===== config.mk =====
export PLATFORM = sky130hd
export DESIGN_NAME = fci_ctrl
export DESIGN_NICKNAME = d
export VERILOG_FILES = /design/src/rtl/fci_pkg.sv /design/src/rtl/fci_mem.sv /design/src/rtl/fci_hold_timer.sv /design/src/rtl/fci_bank.sv /design/src/rtl/fci_ctrl.sv
export SDC_FILE = /design/constraint.sdc
export NUM_CORES = 2
export LEC_CHECK = 0
export CAP_MARGIN = 20
export CORE_ASPECT_RATIO = 0.8
export CORE_MARGIN = 2
export CORE_UTILIZATION = 35
export DETAILED_ROUTE_END_ITERATION = 16
export SLEW_MARGIN = 10
export SYNTH_ARGS = -nofsm -noshare
export SYNTH_HDL_FRONTEND = slang
export SYNTH_SLANG_ARGS = --single-unit
export TNS_END_PERCENT = 10

===== constraint.sdc =====
create_clock -name clk -period 9.05 [get_ports clk]
set_clock_uncertainty 0.05 [all_clocks]
set_input_delay 1.81 -clock clk [delete_from_list [all_inputs] [get_ports clk]]
set_output_delay 1.81 -clock clk [all_outputs]
set_load 0.02 [all_outputs]

===== src/rtl/fci_pkg.sv =====
`timescale 1ns/1ps
package fci_pkg;
  localparam int DW = 8;

  localparam logic [DW-1:0] OP_READ_ARRAY = 8'hFF;
  localparam logic [DW-1:0] OP_CLEAR      = 8'h50;
  localparam logic [DW-1:0] OP_ERASE      = 8'h20;
  localparam logic [DW-1:0] OP_PROG       = 8'h40;
  localparam logic [DW-1:0] OP_LOCK       = 8'h60;
  localparam logic [DW-1:0] OP_CONFIRM    = 8'hD0;
  localparam logic [DW-1:0] OP_LOCK_SET   = 8'h01;

  // status byte bit positions
  localparam int ST_READY     = 7;
  localparam int ST_ERASE_ERR = 5;
  localparam int ST_PROG_ERR  = 4;
  localparam int ST_VPP_LOW   = 3;

  typedef enum logic [2:0] {
    M_ARRAY,
    M_STATUS,
    M_ESETUP,
    M_PSETUP,
    M_LSETUP
  } mode_e;
endpackage


===== src/rtl/fci_mem.sv =====
`timescale 1ns/1ps
module fci_mem #(
  parameter int DEPTH = 256,
  parameter int AW    = 8,
  parameter int DW    = 8
) (
  input  logic          clk,
  input  logic          we,
  input  logic [AW-1:0] addr,
  input  logic [DW-1:0] wdata,
  output logic [DW-1:0] rdata
);
  logic [DW-1:0] mem [DEPTH];

  // the array powers up erased
  initial begin
    for (int i = 0; i < DEPTH; i++) mem[i] = '1;
  end

  // single port, read-first
  always_ff @(posedge clk) begin
    if (we) mem[addr] <= wdata;
    rdata <= mem[addr];
  end
endmodule


===== src/rtl/fci_hold_timer.sv =====
`timescale 1ns/1ps
module fci_hold_timer #(
  parameter int RST_HOLD = 20
) (
  input  logic clk,
  input  logic rst,
  input  logic cond_i,
  output logic pulse_o
);
  localparam int CW = $clog2(RST_HOLD + 1);

  logic [CW-1:0] cnt_q;

  always_ff @(posedge clk) begin
    if (rst) begin
      cnt_q   <= '0;
      pulse_o <= 1'b0;
    end else begin
      pulse_o <= cond_i && (cnt_q == CW'(RST_HOLD - 1));
      if (!cond_i) cnt_q <= '0;
      else if (cnt_q != CW'(RST_HOLD)) cnt_q <= cnt_q + 1'b1;
    end
  end


  rst_single_pulse_chk: assert property (@(posedge clk) disable iff (rst)
    pulse_o |=> !pulse_o);


  rst_needs_hold_chk: assert property (@(posedge clk) disable iff (rst)
    pulse_o |-> $past(cond_i));
endmodule


===== src/rtl/fci_bank.sv =====
`timescale 1ns/1ps
module fci_bank
  import fci_pkg::*;
#(
  parameter int BLOCKS       = 16,
  parameter int BLK_BYTES    = 16,
  parameter int ERASE_CYCLES = 40,
  parameter int PROG_CYCLES  = 4,
  parameter int AW           = $clog2(BLOCKS) + $clog2(BLK_BYTES)
) (
  input  logic          clk,
  input  logic          rst,
  input  logic          bank_rst_i,
  input  logic          wr_evt_i,
  input  logic [AW-1:0] addr_i,
  input  logic [DW-1:0] din_i,
  input  logic          vpp_low_i,
  output logic [DW-1:0] rdata_o
);
  localparam int OFF_W = $clog2(BLK_BYTES);
  localparam int BLK_W = $clog2(BLOCKS);
  localparam int DEPTH = BLOCKS * BLK_BYTES;
  localparam int MAXC  = (ERASE_CYCLES > PROG_CYCLES) ? ERASE_CYCLES : PROG_CYCLES;
  localparam int CNT_W = $clog2(MAXC + 1);

  mode_e            mode_q;
  logic             busy_q;
  logic             op_erase_q;
  logic [CNT_W-1:0] cnt_q;
  logic [BLK_W-1:0] blk_q;
  logic [AW-1:0]    addr_q;
  logic [DW-1:0]    pdata_q;
  logic [2:0]       flg_q;      // {erase err, program err, supply low}
  logic [BLOCKS-1:0] lock_q;

  logic [BLK_W-1:0] blk_sel;
  logic             busy_last;
  logic             clr_cmd;
  logic             m_we;
  logic [AW-1:0]    m_addr;
  logic [DW-1:0]    m_wd;
  logic [DW-1:0]    mem_q;
  logic [DW-1:0]    st_byte;
  logic [DW-1:0]    stat_q;
  logic             show_q;

  assign blk_sel = addr_i[AW-1:OFF_W];

  always_comb begin
    if (op_erase_q) busy_last = (cnt_q == CNT_W'(ERASE_CYCLES - 1));
    else            busy_last = (cnt_q == CNT_W'(PROG_CYCLES - 1));
  end

  assign clr_cmd = wr_evt_i && !busy_q && din_i == OP_CLEAR &&
                   (mode_q == M_ARRAY || mode_q == M_STATUS);

  // command decode and write state machine
  always_ff @(posedge clk) begin
    if (rst) begin
      mode_q     <= M_ARRAY;
      busy_q     <= 1'b0;
      op_erase_q <= 1'b0;
      cnt_q      <= '0;
      blk_q      <= '0;
      addr_q     <= '0;
      pdata_q    <= '0;
      flg_q      <= '0;
      lock_q     <= '0;
    end else if (bank_rst_i) begin
      mode_q <= M_ARRAY;
      busy_q <= 1'b0;
      cnt_q  <= '0;
      flg_q  <= '0;
    end else if (busy_q) begin
      cnt_q <= cnt_q + 1'b1;
      if (busy_last) busy_q <= 1'b0;
    end else if (wr_evt_i) begin
      case (mode_q)
        M_ESETUP: begin
          mode_q <= M_STATUS;
          if (din_i != OP_CONFIRM) flg_q[2:1] <= 2'b11;
          else if (flg_q == 3'b000) begin
            if (vpp_low_i) flg_q <= 3'b101;
            else if (lock_q[blk_sel]) flg_q[2] <= 1'b1;
            else begin
              busy_q     <= 1'b1;
              op_erase_q <= 1'b1;
              cnt_q      <= '0;
              blk_q      <= blk_sel;
            end
          end
        end
        M_PSETUP: begin
          mode_q <= M_STATUS;
          if (flg_q == 3'b000) begin
            if (vpp_low_i) flg_q <= 3'b011;
            else if (lock_q[blk_sel]) flg_q[1] <= 1'b1;
            else begin
              busy_q     <= 1'b1;
              op_erase_q <= 1'b0;
              cnt_q      <= '0;
              blk_q      <= blk_sel;
              addr_q     <= addr_i;
              pdata_q    <= din_i;
            end
          end
        end
        M_LSETUP: begin
          mode_q <= M_STATUS;
          if (din_i == OP_LOCK_SET) lock_q[blk_sel] <= 1'b1;
          else if (din_i == OP_CONFIRM) lock_q[blk_sel] <= 1'b0;
          else flg_q[2:1] <= 2'b11;
        end
        default: begin
          case (din_i)
            OP_READ_ARRAY: mode_q <= M_ARRAY;
            OP_CLEAR: begin
              flg_q  <= '0;
              mode_q <= M_STATUS;
            end
            OP_ERASE: mode_q <= M_ESETUP;
            OP_PROG:  mode_q <= M_PSETUP;
            OP_LOCK:  mode_q <= M_LSETUP;
            default: ;
          endcase
        end
      endcase
    end
  end

  // memory port: the state machine owns it while busy
  always_comb begin
    if (!busy_q) begin
      m_addr = addr_i;
      m_we   = 1'b0;
      m_wd   = OP_READ_ARRAY;
    end else if (op_erase_q) begin
      m_addr = {blk_q, cnt_q[OFF_W-1:0]};
      m_we   = (cnt_q < CNT_W'(BLK_BYTES));
      m_wd   = 8'hFF;
    end else begin
      m_addr = addr_q;
      m_we   = (cnt_q == CNT_W'(1));
      m_wd   = mem_q & pdata_q;
    end
  end

  fci_mem #(.DEPTH(DEPTH), .AW(AW), .DW(DW)) i_mem (
    .clk   (clk),
    .we    (m_we),
    .addr  (m_addr),
    .wdata (m_wd),
    .rdata (mem_q)
  );

  always_comb begin
    st_byte               = '0;
    st_byte[ST_READY]     = !busy_q;
    st_byte[ST_ERASE_ERR] = flg_q[2];
    st_byte[ST_PROG_ERR]  = flg_q[1];
    st_byte[ST_VPP_LOW]   = flg_q[0];
  end

  always_ff @(posedge clk) begin
    if (rst) begin
      show_q <= 1'b0;
      stat_q <= '0;
    end else begin
      show_q <= busy_q || (mode_q != M_ARRAY);
      stat_q <= st_byte;
    end
  end

  assign rdata_o = show_q ? stat_q : mem_q;


  busy_wr_ignored_chk: assert property (@(posedge clk) disable iff (rst)
    busy_q && wr_evt_i && !bank_rst_i |=> $stable(mode_q) && $stable(flg_q));


  sticky_flag_chk: assert property (@(posedge clk) disable iff (rst)
    (flg_q != 3'b000) && !clr_cmd && !bank_rst_i |=>
      ((flg_q & $past(flg_q)) == $past(flg_q)));


  refused_start_chk: assert property (@(posedge clk) disable iff (rst)
    $rose(busy_q) |-> ($past(flg_q) == 3'b000));


  vpp_block_chk: assert property (@(posedge clk) disable iff (rst)
    $rose(busy_q) |-> !$past(vpp_low_i));


  lock_block_chk: assert property (@(posedge clk) disable iff (rst)
    $rose(busy_q) |-> !lock_q[blk_q]);


  erase_len_chk: assert property (@(posedge clk) disable iff (rst)
    $fell(busy_q) && $past(op_erase_q) && !$past(bank_rst_i) |->
      ($past(cnt_q) == CNT_W'(ERASE_CYCLES - 1)));
endmodule


===== src/rtl/fci_ctrl.sv =====
`timescale 1ns/1ps
module fci_ctrl
  import fci_pkg::*;
#(
  parameter int BANKS        = 2,
  parameter int BLOCKS       = 16,
  parameter int BLK_BYTES    = 16,
  parameter int ERASE_CYCLES = 40,
  parameter int PROG_CYCLES  = 4,
  parameter int RST_HOLD     = 20,
  localparam int AW          = $clog2(BLOCKS) + $clog2(BLK_BYTES)
) (
  input  logic             clk,
  input  logic             rst,
  input  logic [BANKS-1:0] be_n,
  input  logic             we_n,
  input  logic             oe_n,
  input  logic [AW-1:0]    addr,
  input  logic [DW-1:0]    din,
  input  logic             vpp_low,
  output logic [DW-1:0]    dout
);
  localparam int SEL_W = (BANKS > 1) ? $clog2(BANKS) : 1;

  logic             we_q;
  logic             we_fall;
  logic [DW-1:0]    bank_rd [BANKS];
  logic             rd_hit;
  logic [SEL_W-1:0] rd_idx;
  logic             rd_q;
  logic [SEL_W-1:0] sel_q;

  assign we_fall = we_q && !we_n;

  always_ff @(posedge clk) begin
    if (rst) we_q <= 1'b1;
    else     we_q <= we_n;
  end

  for (genvar b = 0; b < BANKS; b++) begin : g_bank
    logic hold_c;
    logic bank_rst;
    logic wr_evt;

    assign hold_c = !be_n[b] && !we_n && !oe_n;
    assign wr_evt = we_fall && oe_n && !be_n[b];

    fci_hold_timer #(.RST_HOLD(RST_HOLD)) i_hold (
      .clk     (clk),
      .rst     (rst),
      .cond_i  (hold_c),
      .pulse_o (bank_rst)
    );

    fci_bank #(
      .BLOCKS       (BLOCKS),
      .BLK_BYTES    (BLK_BYTES),
      .ERASE_CYCLES (ERASE_CYCLES),
      .PROG_CYCLES  (PROG_CYCLES),
      .AW           (AW)
    ) i_bank (
      .clk        (clk),
      .rst        (rst),
      .bank_rst_i (bank_rst),
      .wr_evt_i   (wr_evt),
      .addr_i     (addr),
      .din_i      (din),
      .vpp_low_i  (vpp_low),
      .rdata_o    (bank_rd[b])
    );
  end

  // lowest enabled bank wins a read
  always_comb begin
    rd_hit = 1'b0;
    rd_idx = '0;
    for (int b = BANKS - 1; b >= 0; b--) begin
      if (!be_n[b]) begin
        rd_hit = !oe_n;
        rd_idx = SEL_W'(b);
      end
    end
  end

  always_ff @(posedge clk) begin
    if (rst) begin
      rd_q  <= 1'b0;
      sel_q <= '0;
      dout  <= '0;
    end else begin
      rd_q  <= rd_hit;
      sel_q <= rd_idx;
      dout  <= rd_q ? bank_rd[sel_q] : '0;
    end
  end
endmodule


-- After elaboration in Yosys (flattened, before gate mapping)
Memory sizes are Yosys's and may differ from the RTL's. A register that Yosys moved wholly into a read port is not among the register bits.
Index checks and enable logic that the tools add are counted.
- register bits after elaboration: 141
- latch bits: 0
- bits in writable memories: 4096
- ROM bits: 0
- output and inout port bits: 8
- memories: 2
- memories (memory ; words ; width ; rd ports ; clocked after memory_dff ; wr ports ; RTL line ; source):
    g_bank[0].i_bank.i_mem.mem ; 256 ; 8 ; 1 ; 1 ; 1 ; fci_mem.sv:13 ; logic [DW-1:0] mem [DEPTH];
    g_bank[1].i_bank.i_mem.mem ; 256 ; 8 ; 1 ; 1 ; 1 ; fci_mem.sv:13 ;
- $add $sub $neg: 4
- multiply operators: 0
- div/mod/pow operators: 0
- $lt $le $gt $ge: 5
- equality and inequality tests: 56
- shift operators: 0
- multiplexer cells: 117
- bitwise gates (word level): 21
- reductions and logical operators: 62
- operators with widths (kind ; number):
    2-to-1 mux 8 bit ; 13
    2-to-1 mux 6 bit ; 12
    2-to-1 mux 16 bit ; 4
    AND reduction 9 bit ; 6
    2-to-1 mux 1 bit ; 52
    != test 2 bit (second input constant) ; 18
    bitwise AND 16 bit ; 2
    2-to-1 mux 4 bit ; 8
    bitwise OR 16 bit ; 2
    == test 8 x 7 -> 1 bit (second input constant) ; 3
    case mux 6 bit (2 select lines) ; 2
    AND reduction 11 bit ; 2
    2-to-1 mux 3 bit ; 7
    AND reduction 5 bit ; 4
    != test 3 x 2 -> 1 bit (second input constant) ; 6
    nonzero test 3 bit ; 6
    bitwise AND 8 bit ; 2
    == test 8 bit (second input constant) ; 2
    NOT 16 bit ; 1
    case mux 4 bit (2 select lines) ; 2
    case mux 3 bit (5 select lines) ; 1
    AND reduction 7 bit ; 2
    NOT 1 bit ; 13
    adder 6 x 1 -> 6 bit (second input constant) ; 2
    other kinds (37) ; 93

-- Depth between registers and ports, before layout
- depth in word-level cells: 9
- mapped depth: 13

-- Hierarchy
A second synthesis with hierarchy kept.
- cells, all modules: 7920
- area total of the unflattened synthesis: 163892.2 sq um
- modules (own cells, without submodules) (module ; instances ; cells each ; area each (sq um) ; seq. area each (sq um)):
    fci_mem (g_bank[1].i_bank.i_mem) ; 1 ; 3547 ; 78492.8 ; 61659.1
    fci_mem (g_bank[0].i_bank.i_mem) ; 1 ; 3542 ; 78345.1 ; 61659.1
    fci_bank (g_bank[1].i_bank) ; 1 ; 387 ; 3131.8 ; 1101.1
    fci_bank (g_bank[0].i_bank) ; 1 ; 354 ; 2977.9 ; 1101.1
    fci_hold_timer ; 2 ; 26 ; 266.5 ; 120.1
    fci_ctrl ; 1 ; 38 ; 411.6 ; 220.2

-- Worst setup path before layout
Ideal clock, no wire load.
- kind: register to register
- start point: register g_bank[1].i_bank.busy_q
- end point: memory g_bank[1].i_bank.i_mem.mem[0][0] (data pin)
- library setup time: 819 ps
- arrival time: 4280 ps
- path slack: 3901 ps
- cell stages (with the launch flop): 8
- path buffers: 5
- clock period less this slack: 5149 ps
- cells stage by stage: dfxtp_1 > buf_2 > buf_2 > buf_2 > buf_1 > nor2b_1 > clkbuf_1 > nand2_1
- cells in the longest elaborated chain, start to end: 1
- ends and longest elaborated chain (item ; RTL line ; source):
    from (decl) ; fci_bank.sv:27 ; logic busy_q;
    from (signal assigned) ; fci_bank.sv:61 ; busy_q <= 1'b0;
    from (signal assigned) ; fci_bank.sv:71 ; busy_q <= 1'b0;
    from (signal assigned) ; fci_bank.sv:76 ; if (busy_last) busy_q <= 1'b0;
    2-to-1 mux 8 bit ; fci_bank.sv:133 ; if (!busy_q) begin
    named net g_bank[1].i_bank.i_mem.wdata[0] ; fci_mem.sv:10 ; input logic [DW-1:0] wdata,
    to (decl) ; fci_mem.sv:13 ;
The timed path passes the listed nets, and every way through them passes these cells.

-- Final worst setup path
- start point: input addr[3]
- end point: register g_bank[1].i_bank.i_mem.rdata[2], read port of g_bank[1].i_bank.i_mem.mem
- cells in the longest elaborated chain, start to end: 1
- ends and longest elaborated chain (item ; RTL line ; source):
    from (decl) ; fci_ctrl.sv:18 ; input logic [AW-1:0] addr,
    2-to-1 mux 8 bit ; fci_bank.sv:133 ;
    to (decl) ; fci_mem.sv:11 ; output logic [DW-1:0] rdata
Every way passes these cells.
A chain may end at the register's enable or synchronous reset.

==> flow_summary_export.csv <==
group,metric,value,unit
min_path,whs_path_depth,2,
clock_network,clock_path_buffers,4,
timing,fmax,176,MHz
synth,async_reset_ff_share,0,%
synth,yosysMostFrequentCell,"edfxtp_1",
timing,maxSlewHeadroom,13.5,%
synth,syn_nets,12300,
grt,grt_pass1_wl,701000,um
synth,synth.distinct_cells,72,
setup_path,start_kind,"input pin",
timing,tightest_slew,1.29,ns
floorplanning,die_h,628,um
power_and_ir_drop,totalPowerFinal,41.0,mW
floorplanning,io_pins,31,
clock_network,numCtsBuffers,435,
setup_path,path_cells,"clkdlybuf4s50_1 > buf_4 > nor2_1 > a21oi_4 > nand2b_4 > buf_12 > o32ai_1 > a211oi_1 > o22ai_1 > o31ai_1 > o2111ai_1",
clock_network,clock_sinks,4245,
route,wire_per_inst,25.5,um
grt,gr-usage-all-layers,18.9,%
synth,syn_area,170000,um^2
synth,synthFlopType,"edfxtp_1",
setup_path,required,9.79,ns
clock_network,cts-resized-gates,0,
timing,min_period,5.69,ns
setup_path,cp.arrival,6.44,ns
synth,netlist_instances,12300,
route,vias,106000,
route,drcViolationCount,0,
grt,grt_max_degree,195,
setup_path,rr_endpoint,"g_bank[1].i_bank.i_mem.rdata[2]",
setup_path,slowest_stage,"o31ai_1",
placement,portBuffers,30,
power_and_ir_drop,power_leakage,49.4,nW
synth,ys_ff_latch,4245,
timing,fin_hold_ws,0.398,ns
timing,rsz0062_at_grt,"no",
layout,final_nets,12100,
grt,grt_antenna_before_repair,36,
power_and_ir_drop,ir_worst_vdd,0.165,mV
floorplanning,die_area,492000,um^2
clock_network,htreeDepth,5,
floorplanning,die_w,784,um
route,firstDrtPassIters,7,
placement,gp_congestion,0.839,
job,cap_viol_max_count,0,
synth,yosysWarningCount,0,
timing,finalWorstSetupSlack,3.36,ns
clock_network,ctsHoldBuffers,0,
setup_path,crit_fanout,82,
synth,synth_top_area_share,72.3,%
timing,hold_violations,0,
layout,area.growth.synth_to_final,12.5,%
grt,overflow,0,
synth,ys_seq_area_share,74.0,%
route,wl,481000,um
setup_path,reg2regPathDepth,10,
route,ant_nets,0,
synth,synth_area_leaders,"edfxtp_1, nand2_1, a21oi_1, mux4_2, dfxtp_1",
layout,drive_above_1_share,8.49,%
timing,finalCritPeriodShare,62.9,%
clock_network,cts_setup_buffers,0,
route,vias_per_cell,5.59,
grt,grt_pass1_vias,99000,
setup_path,worstSetupEndpointType,"flip-flop",
setup_path,critPathKind,"in2reg",
synth,synth-edff-count,4096,
setup_path,rrSetupSlack,3.48,ns
layout,n_fill_cell,44700,
power_and_ir_drop,powerDensity,214,nW/um^2
clock_network,tritoncts,"built",
synth,netlist_top_cells_count,"edfxtp_1, nand2_1, a21oi_1",
setup_path,crit_path_max_incr_delay,0.97,ns
min_path,hold_class,"reg2reg",
timing,tns,0,ns
placement,hpwl,276000,um
outcome,status,"finished, final reports clean",
clock_network,cts.reportedPaths.clkPinSlew,0.06,ns
route,drt-initial-drc-count,14900,
timing,setup-violations-final,0,
clock_network,clock-root-buffer,"clkbuf_16",
timing,drv_slew,0,
floorplanning,initial_core_util,35.1,%
floorplanning,num_rows,229,
synth,syn-mean-instance-area,13.8,um^2
setup_path,worstReg2RegStart,"g_bank[1].i_bank.op_erase_q",
synth,yosys.area.top_type,"edfxtp_1",
clock_network,clock_latency,0.99,ns
placement,dp_worst_setup_slack,2.45,ns
floorplanning,core_region_area,485000,um^2
-- stage by stage --
stage | util, % | instance area [um^2] | instances
2_1_floorplan | - | 170000 | 12300
3_3_place_gp | 36.5 | 177000 | 18100
3_5_place_dp | 36.5 | 177000 | 18100
4_1_cts | 39.4 | 191000 | 18900
5_1_grt | 39.4 | 191000 | 18900
6_report | 39.4 | 191000 | 18900
-- where the power goes --
group	switching [mW]	internal [mW]
logic	1.31	0.552
registers	0.0327	21.2
clock network	7.55	10.3
total	8.88	32.1
-- worst max path at each step --
stage,start,slack [ns],cells past startpoint,end
2_1_floorplan,g_bank[1].i_bank.busy_q,3.90,7,g_bank[1].i_bank.i_mem.mem[0][0]
3_3_place_gp,addr[3],2.12,11,g_bank[1].i_bank.i_mem.rdata[1]
3_5_place_dp,addr[3],2.45,11,g_bank[1].i_bank.i_mem.rdata[0]
4_1_cts,addr[3],3.52,11,g_bank[1].i_bank.i_mem.rdata[0]
5_1_grt,g_bank[1].i_bank.op_erase_q,3.34,10,g_bank[1].i_bank.i_mem.rdata[2]
6_report,addr[3],3.36,11,g_bank[1].i_bank.i_mem.rdata[2]
-- state kept, by name, summed over array words and instances, names as in the netlist, 2 cells and up, named ones only --
signal / count
g_bank.i_bank.show_q: 2
g_bank.i_bank.op_erase_q: 2
g_bank.i_bank.busy_q: 2
dout: 8
g_bank.i_bank.addr_q: 16
g_bank.i_bank.pdata_q: 16
g_bank.i_bank.mode_q: 6
g_bank.i_hold.cnt_q: 10
g_bank.i_bank.flg_q: 6
g_bank.i_bank.i_mem.rdata: 16
g_bank.i_bank.i_mem.mem: 4096
g_bank.i_hold.pulse_o: 2
g_bank.i_bank.blk_q: 8
g_bank.i_bank.stat_q: 8
g_bank.i_bank.cnt_q: 12
-- logic make-up after synthesis --
logic type / count (synthesis) / share of synthesized area (%)
buffers and inverters: 1062 / 2.61
XOR/XNOR: 10 / 0.0515
multiplexers: 386 / 3.30
flip-flops: 4245 / 74.0
AO/OA/AOI/OAI: 2833 / 10.9
AND/OR/NAND/NOR: 3748 / 9.03
adder cells (fa/ha/maj): 8 / 0.0588
-- layout by cell type, fill, tap and decap left out, types with 52 or more instances in the layout --
master / count
edfxtp_1: 4096
nand2_1: 2425
a21oi_1: 1387
nor2_1: 665
clkbuf_16: 444
a32oi_1: 327
a211oi_1: 326
nand3_1: 247
mux2i_1: 245
a22oi_1: 226
a221oi_1: 169
buf_4: 153
dfxtp_1: 147
and2_1: 146
mux4_2: 133
inv_1: 131
clkbuf_1: 99
clkinv_1: 99
clkinv_2: 59
nor2b_1: 52
a31oi_1: 52
-- layer usage --
layer | vias to the layer above | track usage (%) | share of wire (%)
li1 | 46200 | - | -
met1 | 53400 | 29.1 | 44
met2 | 5425 | 26.8 | 43
met3 | 618 | 3.95 | 10
met4 | 10 | 5.19 | 2.6
met5 | - | 0 | 0.012
-- worst max-delay path, delay by kind of cell --
kind            cells  cell delay, ns
compound gates      6            2.41
buf+inv             3            1.33
simple gates        2            0.77
-- final cells by class --
type	count	area [um^2]	share of cell area, %
clock buffer	557	11700	6.09
clock inverter	237	2370	1.24
inverter	131	492	0.257
multi-input combinational	6985	40200	21.0
sequential	4245	126000	65.8
tap	6468	8090	4.23
timing repair buffer	238	2520	1.32
antenna	42	105	0.0549
Note: power is estimated with default switching activity, not from simulation.
